$ cat config.mk
export PLATFORM = sky130hd
export DESIGN_NAME = regbuf_parity_check
export DESIGN_NICKNAME = d
export VERILOG_FILES = /design/src/rtl/regbuf_parity_pkg.sv /design/src/rtl/regbuf_parity_align.sv /design/src/rtl/regbuf_parity_eval.sv /design/src/rtl/regbuf_parity_hold.sv /design/src/rtl/regbuf_parity_check.sv
export SDC_FILE = /design/constraint.sdc
export NUM_CORES = 1
export LEC_CHECK = 0
export BUFFER_PORTS_ARGS = -buffer_cell sky130_fd_sc_hd__buf_2
export CAP_MARGIN = 0
export CELL_PAD_IN_SITES_DETAIL_PLACEMENT = 2
export CELL_PAD_IN_SITES_GLOBAL_PLACEMENT = 2
export CORE_ASPECT_RATIO = 1.5
export CORE_MARGIN = 4
export CORE_UTILIZATION = 36
export CTS_CLUSTER_DIAMETER = 40
export DETAILED_ROUTE_END_ITERATION = 12
export PLACE_DENSITY_LB_ADDON = 0.12
export SYNTH_ARGS = -nofsm -noshare
export SYNTH_HDL_FRONTEND = slang
export SYNTH_HIERARCHICAL = 1
export SYNTH_SLANG_ARGS = --single-unit
$ cat constraint.sdc
create_clock -name clk -period 2.6 [get_ports clk]
set_clock_uncertainty 0.15 [all_clocks]
set_input_delay 0.39 -clock clk [delete_from_list [all_inputs] [get_ports clk]]
set_output_delay 0.39 -clock clk [all_outputs]
set_load 0.1 [all_outputs]
$ cat src/rtl/regbuf_parity_pkg.sv
package regbuf_parity_pkg;

    localparam int DATA_W = 14;

    // One captured word together with its chip-select qualification
    typedef struct packed {
        logic              valid;
        logic [DATA_W-1:0] word;
    } cap_t;

    // Outcome of evaluating the aligned slot against the incoming parity bit
    typedef struct packed {
        logic check;
        logic parity;
    } eval_t;

    function automatic logic covered_xor(input logic [DATA_W-1:0] w,
                                         input logic [DATA_W-1:0] excl);
        return ^(w & ~excl);
    endfunction

endpackage

$ cat src/rtl/regbuf_parity_align.sv
module regbuf_parity_align
    import regbuf_parity_pkg::*;
#(
    parameter int DEPTH = 2
) (
    input  logic              clk,
    input  logic              rst,
    input  logic              cap_en,
    input  logic [DATA_W-1:0] data_i,
    input  logic              lat2_i,
    output cap_t              slot_o
);

    cap_t stage [DEPTH];

    always_ff @(posedge clk) begin
        if (rst) begin
            stage[0] <= '0;
        end else begin
            stage[0] <= '{valid: cap_en, word: data_i};
        end
    end

    for (genvar s = 1; s < DEPTH; s++) begin : g_stage
        always_ff @(posedge clk) begin
            if (rst) begin
                stage[s] <= '0;
            end else begin
                stage[s] <= stage[s-1];
            end
        end
    end

    assign slot_o = lat2_i ? stage[DEPTH-1] : stage[0];

endmodule

$ cat src/rtl/regbuf_parity_eval.sv
module regbuf_parity_eval
    import regbuf_parity_pkg::*;
#(
    parameter logic [DATA_W-1:0] EXCLUDE_MASK = 14'h0012
) (
    input  cap_t  slot_i,
    input  logic  par_i,
    output eval_t res_o
);

    always_comb begin
        res_o.check  = slot_i.valid;
        res_o.parity = covered_xor(slot_i.word, EXCLUDE_MASK) ^ par_i;
    end

endmodule

$ cat src/rtl/regbuf_parity_hold.sv
module regbuf_parity_hold
    import regbuf_parity_pkg::*;
#(
    parameter int HOLD_CYCLES = 2
) (
    input  logic  clk,
    input  logic  rst,
    input  eval_t res_i,
    output logic  par_q,
    output logic  err_nq
);

    localparam int CNT_W = $clog2(HOLD_CYCLES + 1);

    logic [CNT_W-1:0] hold_cnt;
    logic             holding;

    assign holding = (hold_cnt != '0);

    always_ff @(posedge clk) begin
        if (rst) begin
            par_q    <= 1'b0;
            err_nq   <= 1'b1;
            hold_cnt <= '0;
        end else if (res_i.check && res_i.parity) begin
            par_q    <= 1'b1;
            err_nq   <= 1'b0;
            hold_cnt <= CNT_W'(HOLD_CYCLES);
        end else begin
            if (res_i.check) begin
                par_q <= 1'b0;
                if (!holding) begin
                    err_nq <= 1'b1;
                end
            end
            if (holding) begin
                hold_cnt <= hold_cnt - 1'b1;
            end
        end
    end

endmodule

$ cat src/rtl/regbuf_parity_check.sv
module regbuf_parity_check
    import regbuf_parity_pkg::*;
#(
    parameter logic [DATA_W-1:0] EXCLUDE_MASK = 14'h0012,
    parameter int                HOLD_CYCLES  = 2
) (
    input  logic              clk,
    input  logic              rst,
    input  logic              cs_a_n,
    input  logic              cs_b_n,
    input  logic [DATA_W-1:0] data_i,
    input  logic              par_i,
    input  logic              lat2_i,
    output logic              par_o,
    output logic              err_n_o
);

    cap_t  slot;
    eval_t res;
    logic  cap_en;
    logic  par_q;
    logic  err_nq;

    assign cap_en = !(cs_a_n && cs_b_n);

    regbuf_parity_align #(
        .DEPTH (2)
    ) u_align (
        .clk    (clk),
        .rst    (rst),
        .cap_en (cap_en),
        .data_i (data_i),
        .lat2_i (lat2_i),
        .slot_o (slot)
    );

    regbuf_parity_eval #(
        .EXCLUDE_MASK (EXCLUDE_MASK)
    ) u_eval (
        .slot_i (slot),
        .par_i  (par_i),
        .res_o  (res)
    );

    regbuf_parity_hold #(
        .HOLD_CYCLES (HOLD_CYCLES)
    ) u_hold (
        .clk    (clk),
        .rst    (rst),
        .res_i  (res),
        .par_q  (par_q),
        .err_nq (err_nq)
    );

    // Standby values appear as soon as reset is raised, before any edge
    assign par_o   = rst ? 1'b0 : par_q;
    assign err_n_o = rst ? 1'b1 : err_nq;

endmodule

==> metrics, run 1 <==
post-route ant nets=0; synthesis-to-layout area growth=20.1%; clk sinks=30; die height=just under 80 um; Port Buffers=19; max cap viols=0; Pre-antenna DRT Iters=2; num rows=25; sw power=around 260 uW; cell internal pwr=~850 uW; CTS buffer count=5; H-tree lvl count=2; Final min period=2.23 ns; RSZ-0062 raised after global routing=no; Finished Layout Cells=160; vias per inst=4.52; GPL Wtd Cong=0.610; Placed Instances=152; 1st-iter DRT viols=4; share of layout cells above drive strength 1=38.3%; Area after DPL=0.00132 mm2; drt drc=0; final instance area=approximately 0.0014 mm2; initial antenna violation count=0; worst slew pin tran=about 0.50 ns; die area=0.00432 mm2; Initial Util=37.7%; clock-pin slew on the worst setup and hold paths=about 0.06 ns; Gate Count Post-Synth=96; Clk pwr share=about two fifths; final core occ=45.3%; final hold vios=0; Setup TNS=0 ns; Required @ worst endpoint=2.62 ns; Post-CTS Setup Repair Bufs=0; post_cts resized=0; vias in the first global route=837; antenna cells=0; Cell Area, Synth=around 0.0012 mm2; Worst Setup Start Kind=input port; pin count of the biggest net entering global routing=22; combinational share of power=roughly 16%; Routed WL=2100 um; fill cell count=349; P_leak=between 0.6 and 0.7 nW; critical path fanouts, max=13; Clk Latency, worst-skew pair=between 0.2 and 0.3 ns; die width=55.0 um; clk root buf=clkbuf_8; GRT overflow=0; CTS Hold Buffers Added=0; Hold/Removal Path Class=in -> reg; Worst EP arrival=~2.3 ns; power density over the cells=778 mW/mm2; GRT Overall Usage=between 10% and 20%; core box area=between 0.003 and 0.004 mm2; Net Sw Frac=approximately a quarter; CTS tree=yes; first-pass GRT wire length=approximately 3800 um; syn avg cell area=12.4 um2; final period utilization=85.6%; Max rail drop VDD=0.420 mV; YS warnings=6; FMAX=between 400 and 500 MHz; Avg WL per Cell=13.1 um; crit path kind=in -> reg; num ports=22; Slew Limit Fails=0; via count=723; Seq pwr share=a little under half; nets@finish=approximately 140; Setup crit end kind=register; setup violators final=0; final hold slack=about 0.17 ns; Bufs on Longest Clock Path=2; status=finished, final reports clean; Syn Nets=116; max_slew headroom=between 60% and 70%
-- per-stage QoR --
| stage | setup slack [ns] | total power, mW |
|---|---|---|
| floorplan | 0.215 | 0.655 |
| global placement | 0.0738 | 0.691 |
| detailed placement | 0.0397 | 0.697 |
| CTS | 0.355 | 1.14 |
| global route | 0.268 | 1.18 |
| finish | 0.374 | 1.12 |
-- sequential cells by signal (all words and copies together), names as in the netlist --
signal and flops:
u_align/stage 26, u_hold/err_nq 1, u_hold/par_q 1, u_hold/hold_cnt 2
-- routing by layer --
layer	global-route usage (%)	vias to the layer above	routed length, um
met3	6.07	6	113
met4	7.30	0	60
met1	13.0	349	807
met2	19.9	15	1120
li1	-	353	-
met5	0	-	0
-- final cells by class --
class                   instances  area [um2]  area share [%]
multi-input cells              60         542            37.8
clock buffers                   8         110            7.69
repair buffers                 22         130            9.08
flip-flops and latches         30         601            41.9
well taps                      40        50.0            3.49
-- layout by cell type (no fill, tap or decap) --
cell      instances
a211o_1           1
a21oi_1           2
and2b_2           1
and3_1            1
buf_12            1
buf_2            19
buf_4             2
clkbuf_8          8
dfxtp_1          30
mux2_2            4
mux2_4            9
nand2_1           2
nand2_2           1
nand2b_1          1
nor2_1            1
nor2b_1          26
nor4b_2           1
or2_1             1
xnor2_1           5
xnor3_1           3
xor2_1            1
-- critical path, stage by stage --
cell and delay (ns):
buf_2 0.10, buf_12 0.15, mux2_4 0.31, xnor2_1 0.24
xnor3_1 0.37, xnor2_1 0.29, nand2_2 0.10, a211o_1 0.29
-- power by group through the flow --
stage	logic [mW]	clock network, mW	registers (mW)
after floorplan	0.147	0	0.508
after global placement	0.180	0	0.511
after detailed placement	0.184	0	0.513
after CTS	0.186	0.451	0.503
after global routing	0.198	0.480	0.506
final	0.181	0.431	0.502
-- path summary, 6_finish.rpt --
check	from	end	slack, ns	cells after the start
min	data_i[13]	u_align/stage[0][13]$_SDFF_PP0_	0.17	2
min reg2reg	u_hold/err_nq$_SDFFE_PP1P_	u_hold/err_nq$_SDFFE_PP1P_	0.31	1
max	lat2_i	u_hold/err_nq$_SDFFE_PP1P_	0.37	8
max reg2reg	u_align/stage[0][13]$_SDFF_PP0_	u_hold/err_nq$_SDFFE_PP1P_	0.47	6
No activity file was read; power rests on OpenSTA's default activity.
==> inputs of run 2 (changes only) <==
--- a/config.mk
+++ b/config.mk
@@ -5,13 +5,14 @@
 export SDC_FILE = /design/constraint.sdc
 export NUM_CORES = 1
 export LEC_CHECK = 0
+export ABC_AREA = 1
 export BUFFER_PORTS_ARGS = -buffer_cell sky130_fd_sc_hd__buf_2
 export CAP_MARGIN = 0
 export CELL_PAD_IN_SITES_DETAIL_PLACEMENT = 2
 export CELL_PAD_IN_SITES_GLOBAL_PLACEMENT = 2
 export CORE_ASPECT_RATIO = 1.5
 export CORE_MARGIN = 4
-export CORE_UTILIZATION = 36
+export CORE_UTILIZATION = 30
 export CTS_CLUSTER_DIAMETER = 40
 export DETAILED_ROUTE_END_ITERATION = 12
 export PLACE_DENSITY_LB_ADDON = 0.12
==> run 2 against run 1 <==
Compared with the run above: routed wire length grew 46%; worst setup slack gained 0.27 ns; sequential power shrank 1%; non-clock buffer count shrank 3; synthesized cell count rose by 120%; maximum frequency is 14% higher; largest cell class unchanged; highest routed layer unchanged.
==> metrics, run 2 <==
status=finished, final reports clean; CTS buffer count=5 (unchanged); Final min period=1.96 ns (-0.271 ns); Setup TNS=0 ns (unchanged); DP HPWL=about 2500 um; GRT overflow=0 (unchanged); num rows=30 (+20%); Seq pwr share=49.6% (+4.5 points); Clk pwr share=35.5% (-3.2 points); vias per inst=4.42 (-2.1%); Max rail drop VDD=0.417 mV (-0.75%); pin count of the biggest net entering global routing=32 (+45%); FMAX=512 MHz (+14%); antenna cells=0 (unchanged); most common cell after layout, fill and taps aside=nand2_1; power density over the cells=645 mW/mm2 (-17%); initial antenna violation count=0 (unchanged); final hold vios=0 (unchanged); share of layout cells above drive strength 1=20.6% (-18 points); CTS tree=yes; die width=63.4 um (+15%); YS warnings=6 (unchanged); Overall Power=1.00 mW (-10%); drt drc=0 (unchanged); worst slew pin tran=0.539 ns (+0.0411 ns); die height=91.1 um (+16%); die area=0.00578 mm2 (+34%); Worst Setup Start Kind=input port; Cell Area, Synth=0.00138 mm2 (+16%); Port Buffers=19 (unchanged); Clk Latency, worst-skew pair=0.27 ns (about the same); sw power=264 uW (about the same); Gate Count Post-Synth=210 (+120%); setup violators final=0 (unchanged); clk root buf=clkbuf_8; GRT Overall Usage=12.0% (-0.62 points); post_cts resized=0 (unchanged); Required @ worst endpoint=2.06 ns (-0.56 ns); cell internal pwr=739 uW (-13%); RSZ-0062 raised after global routing=no; Hold/Removal Path Class=in -> reg; core box area=0.00450 mm2 (+43%); 1st-iter DRT viols=20 (+16); Largest Register=u_align/stage; P_leak=0.881 nW (+38%); Largest regs=u_align/stage x26, u_hold/hold_cnt x2; num ports=22 (unchanged); Syn Nets=230 (+98%); vias in the first global route=1364 (+63%); Finished Layout Cells=276 (+73%); fill cell count=575 (+65%); nets@finish=249 (+79%); Pre-antenna DRT Iters=2 (unchanged); syn avg cell area=6.58 um2 (-47%); Placed Instances=270 (+78%); Bufs on Longest Clock Path=2 (unchanged); crit path kind=in -> out; Post-CTS Setup Repair Bufs=0 (unchanged); via count=1221 (+69%); final period utilization=75.2% (-10 points); H-tree lvl count=2 (unchanged); synthesis-to-layout area growth=12.5%; clk sinks=30 (unchanged); Routed WL=3060 um (+46%); max reg flops=26 (unchanged); critical path fanouts, max=31 (+18); Avg WL per Cell=11.1 um (-15%); Initial Util=30.7% (-7.0 points); worst reg2reg setup slack=0.91 ns (+0.44 ns); Net Sw Frac=26.3% (+2.7 points); Slew Limit Fails=0 (unchanged); CTS Hold Buffers Added=0 (unchanged); GPL Wtd Cong=0.661 (+8.4%); combinational share of power=15.0% (-1.3 points); max_slew headroom=64.0% (-3.0 points); most used cells in the layout excluding fill and tap cells=nand2_1, inv_1, nor2_1; Worst EP arrival=1.42 ns (-0.83 ns); max cap viols=0 (unchanged); clock-pin slew on the worst setup and hold paths=0.06 ns (about the same); Setup crit end kind=primary output; post-route ant nets=0 (unchanged); first-pass GRT wire length=5440 um (+44%)
[run 2: routing by layer]
layer / GRT usage [%] / wire length (um)
met5: 0 / 0
met4: 6.49 / 78
met3: 2.85 / 90
met2: 23.4 / 1760
met1: 11.0 / 1130
[run 2: worst max-delay path, cell delays in order]
cell	delay, ns
buf_2	0.43
inv_1	0.09
nand2_1	0.08
buf_2	0.42
[run 2: final cells by class]
cell class	instances	area [um2]	share of cell area [%]
tap	48	60.1	3.86
clock buffer	6	82.6	5.31
sequential	30	601	38.6
timing repair buffer	19	95.1	6.11
multi-input combinational	123	524	33.7
inverter	50	193	12.4
[run 2: path summary, 6_finish.rpt]
check,startpoint,to,cells after the start
min reg2reg,u_align/stage[0][0]$_SDFF_PP0_,u_align/stage[1][0]$_SDFF_PP0_,2
max,rst,err_n_o,4
max reg2reg,u_align/stage[0][12]$_SDFF_PP0_,u_hold/hold_cnt[0]$_SDFFE_PP0P_,14
min,data_i[13],u_align/stage[0][13]$_SDFF_PP0_,3
[run 2: power groups by stage]
stage	combinational [mW]	sequential (mW)	clock (mW)
after floorplan	0.123	0.504	0
after global placement	0.144	0.505	0
after detailed placement	0.155	0.508	0
after CTS	0.156	0.498	0.372
after global routing	0.177	0.500	0.388
final	0.150	0.497	0.356
[run 2: metrics by stage]
stage / cell area, um2 / util [%] / hold slack, ns / setup slack, ns
detailed placement: 1470 / 32.7 / 0.269 / 0.291
global placement: 1470 / 32.7 / 0.260 / 0.450
global route: 1560 / 34.5 / 0.171 / 0.350
finish: 1560 / 34.5 / 0.166 / 0.645
CTS: 1560 / 34.5 / 0.163 / 0.583
floorplan: 1380 / - / 0.253 / 0.417
